## src/rtl/dcc_irq_pkg.sv

```systemverilog
package dcc_irq_pkg;
  localparam int unsigned REG_W   = 32;
  localparam int unsigned RX_POS  = 30;
  localparam int unsigned TX_POS  = 29;
  localparam int unsigned EL_W    = 2;

  localparam logic [3:0] ENC_COPROC = 4'b1110;
  localparam logic [2:0] ENC_OPC1   = 3'b000;
  localparam logic [3:0] ENC_CRN    = 4'b0000;
  localparam logic [3:0] ENC_CRM    = 4'b0010;
  localparam logic [2:0] ENC_OPC2   = 3'b000;

  typedef struct packed {
    logic [3:0] coproc;
    logic [2:0] opc1;
    logic [3:0] crn;
    logic [3:0] crm;
    logic [2:0] opc2;
  } sysreg_enc_t;

  typedef struct packed {
    logic rx;
    logic tx;
  } dcc_en_t;
endpackage

```

## src/rtl/dcc_acc_decode.sv

```systemverilog
module dcc_acc_decode
  import dcc_irq_pkg::*;
#(
  parameter int unsigned ELW = EL_W,
  parameter sysreg_enc_t MATCH = '{coproc: ENC_COPROC, opc1: ENC_OPC1,
                                   crn: ENC_CRN, crm: ENC_CRM, opc2: ENC_OPC2}
) (
  input  logic           valid,
  input  logic           write,
  input  sysreg_enc_t    enc,
  input  logic [ELW-1:0] el,
  input  logic           allow,
  output logic           rd_hit,
  output logic           wr_hit
);
  localparam logic [ELW-1:0] EL_USER = '0;

  logic enc_ok;
  logic priv_ok;
  logic sel;

  always_comb begin
    enc_ok  = (enc == MATCH);
    priv_ok = (el != EL_USER);
    sel     = valid && enc_ok && priv_ok && allow;
    rd_hit  = sel && !write;
    wr_hit  = sel && write;
  end
endmodule

```

## src/rtl/dcc_en_reg.sv

```systemverilog
module dcc_en_reg
  import dcc_irq_pkg::*;
#(
  parameter int unsigned W    = REG_W,
  parameter int unsigned RXB  = RX_POS,
  parameter int unsigned TXB  = TX_POS
) (
  input  logic         clk,
  input  logic         rst_n,
  input  logic         wr_hit,
  input  logic         rd_hit,
  input  logic [W-1:0] wdata,
  output logic [W-1:0] rdata,
  output dcc_en_t      en
);
  localparam logic [W-1:0] RW_MASK = (W'(1) << RXB) | (W'(1) << TXB);

  dcc_en_t en_q;

  always_ff @(posedge clk) begin
    if (!rst_n) begin
      en_q <= '0;
    end else if (wr_hit) begin
      en_q.rx <= wdata[RXB];
      en_q.tx <= wdata[TXB];
    end
  end

  logic [W-1:0] view;
  always_comb begin
    view      = '0;
    view[RXB] = en_q.rx;
    view[TXB] = en_q.tx;
    rdata     = rd_hit ? view : '0;
    en        = en_q;
  end

  p_reserved_zero_r3: assert property (@(posedge clk) disable iff (!rst_n)
    (rdata & ~RW_MASK) == '0);

  p_hold_no_write_r11: assert property (@(posedge clk) disable iff (!rst_n)
    !wr_hit |=> $stable(en_q));
endmodule

```

## src/rtl/dcc_irq_gen.sv

```systemverilog
module dcc_irq_gen
  import dcc_irq_pkg::*;
(
  input  logic    clk,
  input  logic    rst_n,
  input  dcc_en_t en,
  input  logic    rx_full,
  input  logic    tx_full,
  output logic    irq
);
  logic rx_req;
  logic tx_req;
  logic irq_q;

  always_comb begin
    rx_req = en.rx & rx_full;
    tx_req = en.tx & ~tx_full;
  end

  always_ff @(posedge clk) begin
    if (!rst_n) irq_q <= 1'b0;
    else        irq_q <= rx_req | tx_req;
  end

  assign irq = irq_q;

  p_rx_side_r4: assert property (@(posedge clk) disable iff (!rst_n)
    (en.rx && rx_full) |=> irq);

  p_tx_side_r5: assert property (@(posedge clk) disable iff (!rst_n)
    (en.tx && !tx_full) |=> irq);

  p_quiet_r6: assert property (@(posedge clk) disable iff (!rst_n)
    (!(en.rx && rx_full) && !(en.tx && !tx_full)) |=> !irq);
endmodule

```

## src/rtl/dcc_irq_ctrl.sv

```systemverilog
module dcc_irq_ctrl
  import dcc_irq_pkg::*;
(
  input  logic        clk,
  input  logic        rst_n,
  input  logic        acc_valid,
  input  logic        acc_write,
  input  logic [3:0]  acc_coproc,
  input  logic [2:0]  acc_opc1,
  input  logic [3:0]  acc_crn,
  input  logic [3:0]  acc_crm,
  input  logic [2:0]  acc_opc2,
  input  logic [1:0]  acc_el,
  input  logic        acc_allow,
  input  logic [31:0] acc_wdata,
  output logic [31:0] acc_rdata,
  input  logic        rx_full,
  input  logic        tx_full,
  output logic        legacy_rx,
  output logic        legacy_tx,
  output logic        dcc_irq
);
  sysreg_enc_t enc;
  logic        rd_hit;
  logic        wr_hit;
  dcc_en_t     en;

  assign enc = '{coproc: acc_coproc, opc1: acc_opc1, crn: acc_crn,
                 crm: acc_crm, opc2: acc_opc2};

  dcc_acc_decode #(.ELW(EL_W)) u_dec (
    .valid (acc_valid),
    .write (acc_write),
    .enc   (enc),
    .el    (acc_el),
    .allow (acc_allow),
    .rd_hit(rd_hit),
    .wr_hit(wr_hit)
  );

  dcc_en_reg #(.W(REG_W), .RXB(RX_POS), .TXB(TX_POS)) u_reg (
    .clk   (clk),
    .rst_n (rst_n),
    .wr_hit(wr_hit),
    .rd_hit(rd_hit),
    .wdata (acc_wdata),
    .rdata (acc_rdata),
    .en    (en)
  );

  dcc_irq_gen u_irq (
    .clk    (clk),
    .rst_n  (rst_n),
    .en     (en),
    .rx_full(rx_full),
    .tx_full(tx_full),
    .irq    (dcc_irq)
  );

  assign legacy_rx = rx_full;
  assign legacy_tx = tx_full;

  p_user_blocked_r9: assert property (@(posedge clk) disable iff (!rst_n)
    (acc_el == 2'd0) |=> $stable(en));

  p_refused_blocked_r10: assert property (@(posedge clk) disable iff (!rst_n)
    !acc_allow |=> $stable(en));

  p_enc_mismatch_r8: assert property (@(posedge clk) disable iff (!rst_n)
    (acc_crm != ENC_CRM) |-> (acc_rdata == '0));

  p_legacy_raw_r7: assert property (@(posedge clk) disable iff (!rst_n)
    (legacy_rx == rx_full) && (legacy_tx == tx_full));
endmodule

```

## config.mk

```make
export PLATFORM = sky130hd
export DESIGN_NAME = dcc_irq_ctrl
export DESIGN_NICKNAME = d
export VERILOG_FILES = /design/src/rtl/dcc_irq_pkg.sv /design/src/rtl/dcc_acc_decode.sv /design/src/rtl/dcc_en_reg.sv /design/src/rtl/dcc_irq_gen.sv /design/src/rtl/dcc_irq_ctrl.sv
export SDC_FILE = /design/constraint.sdc
export NUM_CORES = 1
export LEC_CHECK = 0
export BUFFER_PORTS_ARGS = -buffer_cell sky130_fd_sc_hd__buf_2
export CORE_UTILIZATION = 27
export CTS_CLUSTER_DIAMETER = 40
export DETAILED_ROUTE_END_ITERATION = 8
export GPL_TIMING_DRIVEN = 0
export PLACE_DENSITY = 0.86
export SLEW_MARGIN = 20
export SYNTH_ARGS = -nofsm -noshare
export SYNTH_HDL_FRONTEND = slang
export SYNTH_SLANG_ARGS = --single-unit
export TNS_END_PERCENT = 50
```

## constraint.sdc

```tcl
create_clock -name clk -period 2.4 [get_ports clk]
set_input_delay 0.36 -clock clk [delete_from_list [all_inputs] [get_ports clk]]
set_output_delay 0.36 -clock clk [all_outputs]
set_load 0.05 [all_outputs]
```

## Yosys cells after proc, flatten, opt, wreduce, memory -nomap -nowiden

Cells that the tools add are included.

- Bits in registers: 3
- Output and inout port bits: 35
- Word-level logic and storage cells: 16

- Equality and inequality tests: 1
- Muxes and demuxes: 1
- Bitwise logic cells: 4
- Reductions and logical operators: 7

Operators with widths:

| cell | number |
|---|---|
| 31-bit two-way mux | 1 |
| 18-bit == test, second input constant | 1 |
| 1-bit logical AND | 5 |
| 1-bit AND | 2 |
| 2-bit nonzero test | 1 |
| 1-bit logical NOT | 1 |
| 1-bit NOT | 1 |
| 1-bit bitwise OR | 1 |

## Logic depth before layout (Yosys ltp)

- Word-level depth: 6
- Mapped depth: 4
- Gate-level depth less buffers: 4

## By module

A second synthesis with hierarchy kept.

- Cell total of the unflattened synthesis: 56
- Area total of the unflattened synthesis: 449.2 um2

Modules (own cells, without submodules):

| module | times used | cells each | area each (um2) | seq. area each (um2) |
|---|---|---|---|---|
| dcc_en_reg | 1 | 39 | 314.1 | 40.0 |
| dcc_acc_decode | 1 | 11 | 78.8 | 0.0 |
| dcc_irq_gen | 1 | 4 | 41.3 | 20.0 |
| dcc_irq_ctrl | 1 | 2 | 15.0 | 0.0 |

## Least setup slack after synthesis

Ideal clock, no wire load.

- Path type: input port to output port
- Start: input acc_crm[3]
- End: output acc_rdata[29]
- Data arrival time: 1.534 ns
- Path slack: 0.506 ns
- Stages on the path: 4
- Buffers on the path: 0
- Cells stage by stage: nor4b_2 > o211ai_2 > nor4_1 > and2_1

- Cells in the longest elaborated chain, start to end: 6

RTL lines:

| element | RTL line | source |
|---|---|---|
| start: declaration | dcc_irq_ctrl.sv:11 | `input logic [3:0] acc_crm,` |
| 18-bit == test | dcc_acc_decode.sv:23 | `enc_ok = (enc == MATCH);` |
| 1-bit logical AND (3 in a row) | dcc_acc_decode.sv:25 | `sel = valid && enc_ok && priv_ok && allow;` |
| 1-bit logical AND | dcc_acc_decode.sv:26 | `rd_hit = sel && !write;` |
| 31-bit two-way mux | dcc_en_reg.sv:34 | `rdata = rd_hit ? view : '0;` |
| end: declaration | dcc_irq_ctrl.sv:16 | `output logic [31:0] acc_rdata,` |

Every way passes these cells.

## Worst setup path after layout

- Start: input acc_crm[3]
- End: output acc_rdata[30]

Same word-level chain as after synthesis.

==> run_results.csv <==
group,metric,value,unit
timing,final_hold_viol_count,0,
pwr,vdd_drop_max,0.000251,V
die,fp.dieArea,0.00195,mm^2
worst_setup_path,crit_chain,"buf_2, nor4b_2, o211ai_2, nor4_1, and2_1, buf_2",
cts,cts_setup_buffers,0,
cts,clkTransAtPathRegs,40,ps
layout,drive_gt1_frac,0.585,
worst_setup_path,r2r_slack,1780,ps
layout,postLayoutCoreUtil,0.507,
cts,clkLatencyLatePin,230,ps
grt,overflow,0,
timing,fin_crit,2020,ps
cts,cts_resized,0,
timing,slew_viol_final,0,
grt,grt_usage,0.102,
die,pin_count,94,
pwr,p_sw,153,uW
placed_design,dp_hpwl,1.01,mm
timing,fmaxAchievable,495,MHz
layout,n_antenna_cell,0,
grt,grt_pass1_wl,1.47,mm
synth,seq_area_frac_synth,0.125,
pwr,p_leak,0.494,nW
cts,h-tree-depth,1,
synth,syn-cell-area,479,um^2
worst_setup_path,path_common_cell,"buf_2",
worst_setup_path,r2r-start,"u_reg.en[0]",
drt,vias,503,
pwr,switching_share,0.476,
grt,grt_pass1_vias,419,
drt,postRouteAntennaNets,0,
worst_setup_path,cpPeakStageDelay,300,ps
layout,final_nets,183,
cts,clk_path_buf_depth,2,
worst_setup_path,r2r-end,"u_irq.irq",
placed_design,placed_cell_area,773,um^2
drt,route.detailed.drc,7,
worst_setup_path,slowest_stage,"nor4b_2",
layout,seqCellArea,60.1,um^2
layout,fill_cells,156,
grt,grt_max_degree,6,
cts,cts_tree,"done",
run_status,status,"finished with violations",
worst_setup_path,end_kind,"output port",
placed_design,place_congestion,0.721,
drt,post_drt_via_cell_ratio,3.62,
synth,syn_inst,57,
drt,drt-pass1-iter-count,7,
timing,setup_viol,0,
die,dieHeight,44.1,um
min_path,hold-path-cell-count,3,
placed_design,dpl.cell_count,135,
layout,fin_cells,139,
cts,cts_root_buf,"clkbuf_4",
drt,wl_per_cell,7.50,um
synth,async_flop_share,0,
pwr,pwr-share-clk,0.272,
min_path,min_path_type,"input port to flip-flop",
synth,synth_warnings,0,
timing,holdWs,374,ps
synth,synth_cell_types,16,
grt,antenna_found_initial,0,
drt,drt_first_iter_violations,11,
worst_setup_path,worstPathArrival,1660,ps
synth,synth_edf_count,0,
die,start_util,0.304,
placed_design,port_buffers,33,
synth,ys_seq_elements,3,
layout,synthToLayoutAreaGrowth,66.8,%
worst_setup_path,worstSetupPathType,"input port to output port",
run_status,violations,"DRC",
worst_setup_path,startpoint_type,"input port",
timing,skew,2.12,ps
layout,final_cell_area,800,um^2
cts,cts_hold_buf,0,
drt,wl,1.04,mm
pwr,seqPwrFrac,0.155,
flow_run,maxCapViolCount,0,
pwr,p_comb_frac,0.572,
layout,multiInputGateArea,284,um^2
worst_setup_path,path_max_fanout,2,
synth,synth_common_cells,"32 x buf_4, 6 x nand2_1, 3 x dfxtp_1",
cts,numCtsBuffers,3,
timing,rsz0062_at_grt,"no",
synth,netlist.area_leader.share,0.501,
synth,yosysMostFrequentCell,"buf_4",
synth,yosysTopAreaCell,"buf_4",
worst_setup_path,endpoint,"acc_rdata[30]",
synth,synthTopCellsByArea,"buf_4 50%, dfxtp_1 13%, nor4b_4 5.0%",
worst_setup_path,startpoint,"acc_crm[3]",
pwr,pwr_density_cell,403,mW/mm^2
timing,period_share,0.841,
worst_setup_path,r2r.worst_path.cells,2,
synth,syn_area_per_cell,8.41,um^2
worst_setup_path,cp.required,2040,ps
synth,synth_ff_type,"dfxtp_1",
die,placementRows,14,
pwr,p_int,169,uW
cts,clock-sinks,3,
die,fp.coreArea,0.00158,mm^2
die,die_x,44.1,um
timing,setup_tns,0,ps
registers in the layout, indices dropped and copies added, names as in the netlist:
name / flops
u_irq.irq: 1
u_reg.en: 2
routing by layer:
| metal | part of all wire | track usage |
|---|---|---|
| met5 | 0 | 0 |
| met4 | 0 | 0.0545 |
| met2 | 0.54 | 0.209 |
| met3 | 0.18 | 0.0408 |
| met1 | 0.28 | 0.0786 |
critical path: cells and delay by family:
family,cells,cell delay [ps]
AND/OR/NAND/NOR,3,770
AO/OA/AOI/OAI,1,170
buffers and inverters,2,370
power by group through the flow:
stage | Clock (mW) | Sequential, mW | Combinational [mW]
2_1_floorplan | 0 | 0.0509 | 0.155
3_3_place_gp | 0 | 0.0509 | 0.181
3_5_place_dp | 0 | 0.0509 | 0.183
4_1_cts | 0.0917 | 0.0501 | 0.183
5_1_grt | 0.0968 | 0.0501 | 0.193
6_report | 0.0877 | 0.0502 | 0.185
worst min-delay path by stage:
stage / endpoint / start
floorplan: u_reg.en[1] / u_reg.en[1]
global placement: u_reg.en[0] / u_reg.en[0]
detailed placement: u_reg.en[1] / u_reg.en[1]
CTS: u_reg.en[0] / acc_wdata[29]
global route: u_reg.en[0] / acc_wdata[29]
finish: u_reg.en[0] / acc_wdata[29]
kinds of logic after synthesis:
logic type | synth area share
multiplexers | 0.0418
other | 0.00783
AO/OA/AOI/OAI | 0.0418
AND/OR/NAND/NOR | 0.274
buffers and inverters | 0.509
flip-flops | 0.125
area by class of cell:
cell class / count / share of cell area
multi-input combinational: 50 / 0.355
buffer: 32 / 0.300
timing repair buffer: 33 / 0.207
sequential: 3 / 0.0751
clock buffer: 4 / 0.0329
tap: 16 / 0.0250
inverter: 1 / 0.00469
stage by stage:
| stage | power (mW) | worst slack [ps] |
|---|---|---|
| 2_1_floorplan | 0.206 | 506 |
| 3_3_place_gp | 0.232 | 392 |
| 3_5_place_dp | 0.234 | 350 |
| 4_1_cts | 0.325 | 355 |
| 5_1_grt | 0.340 | 300 |
| 6_report | 0.323 | 381 |
cells in the final DEF, fill, tap and decap left out, types with 2 or more instances in the layout:
cell type / count
dfxtp_1: 3
nand2_1: 6
clkbuf_4: 3
and2_1: 2
buf_2: 33
conb_1: 30
buf_4: 32
nor4_1: 2
mux2i_1: 2
No activity file was read; power rests on OpenSTA's default activity.
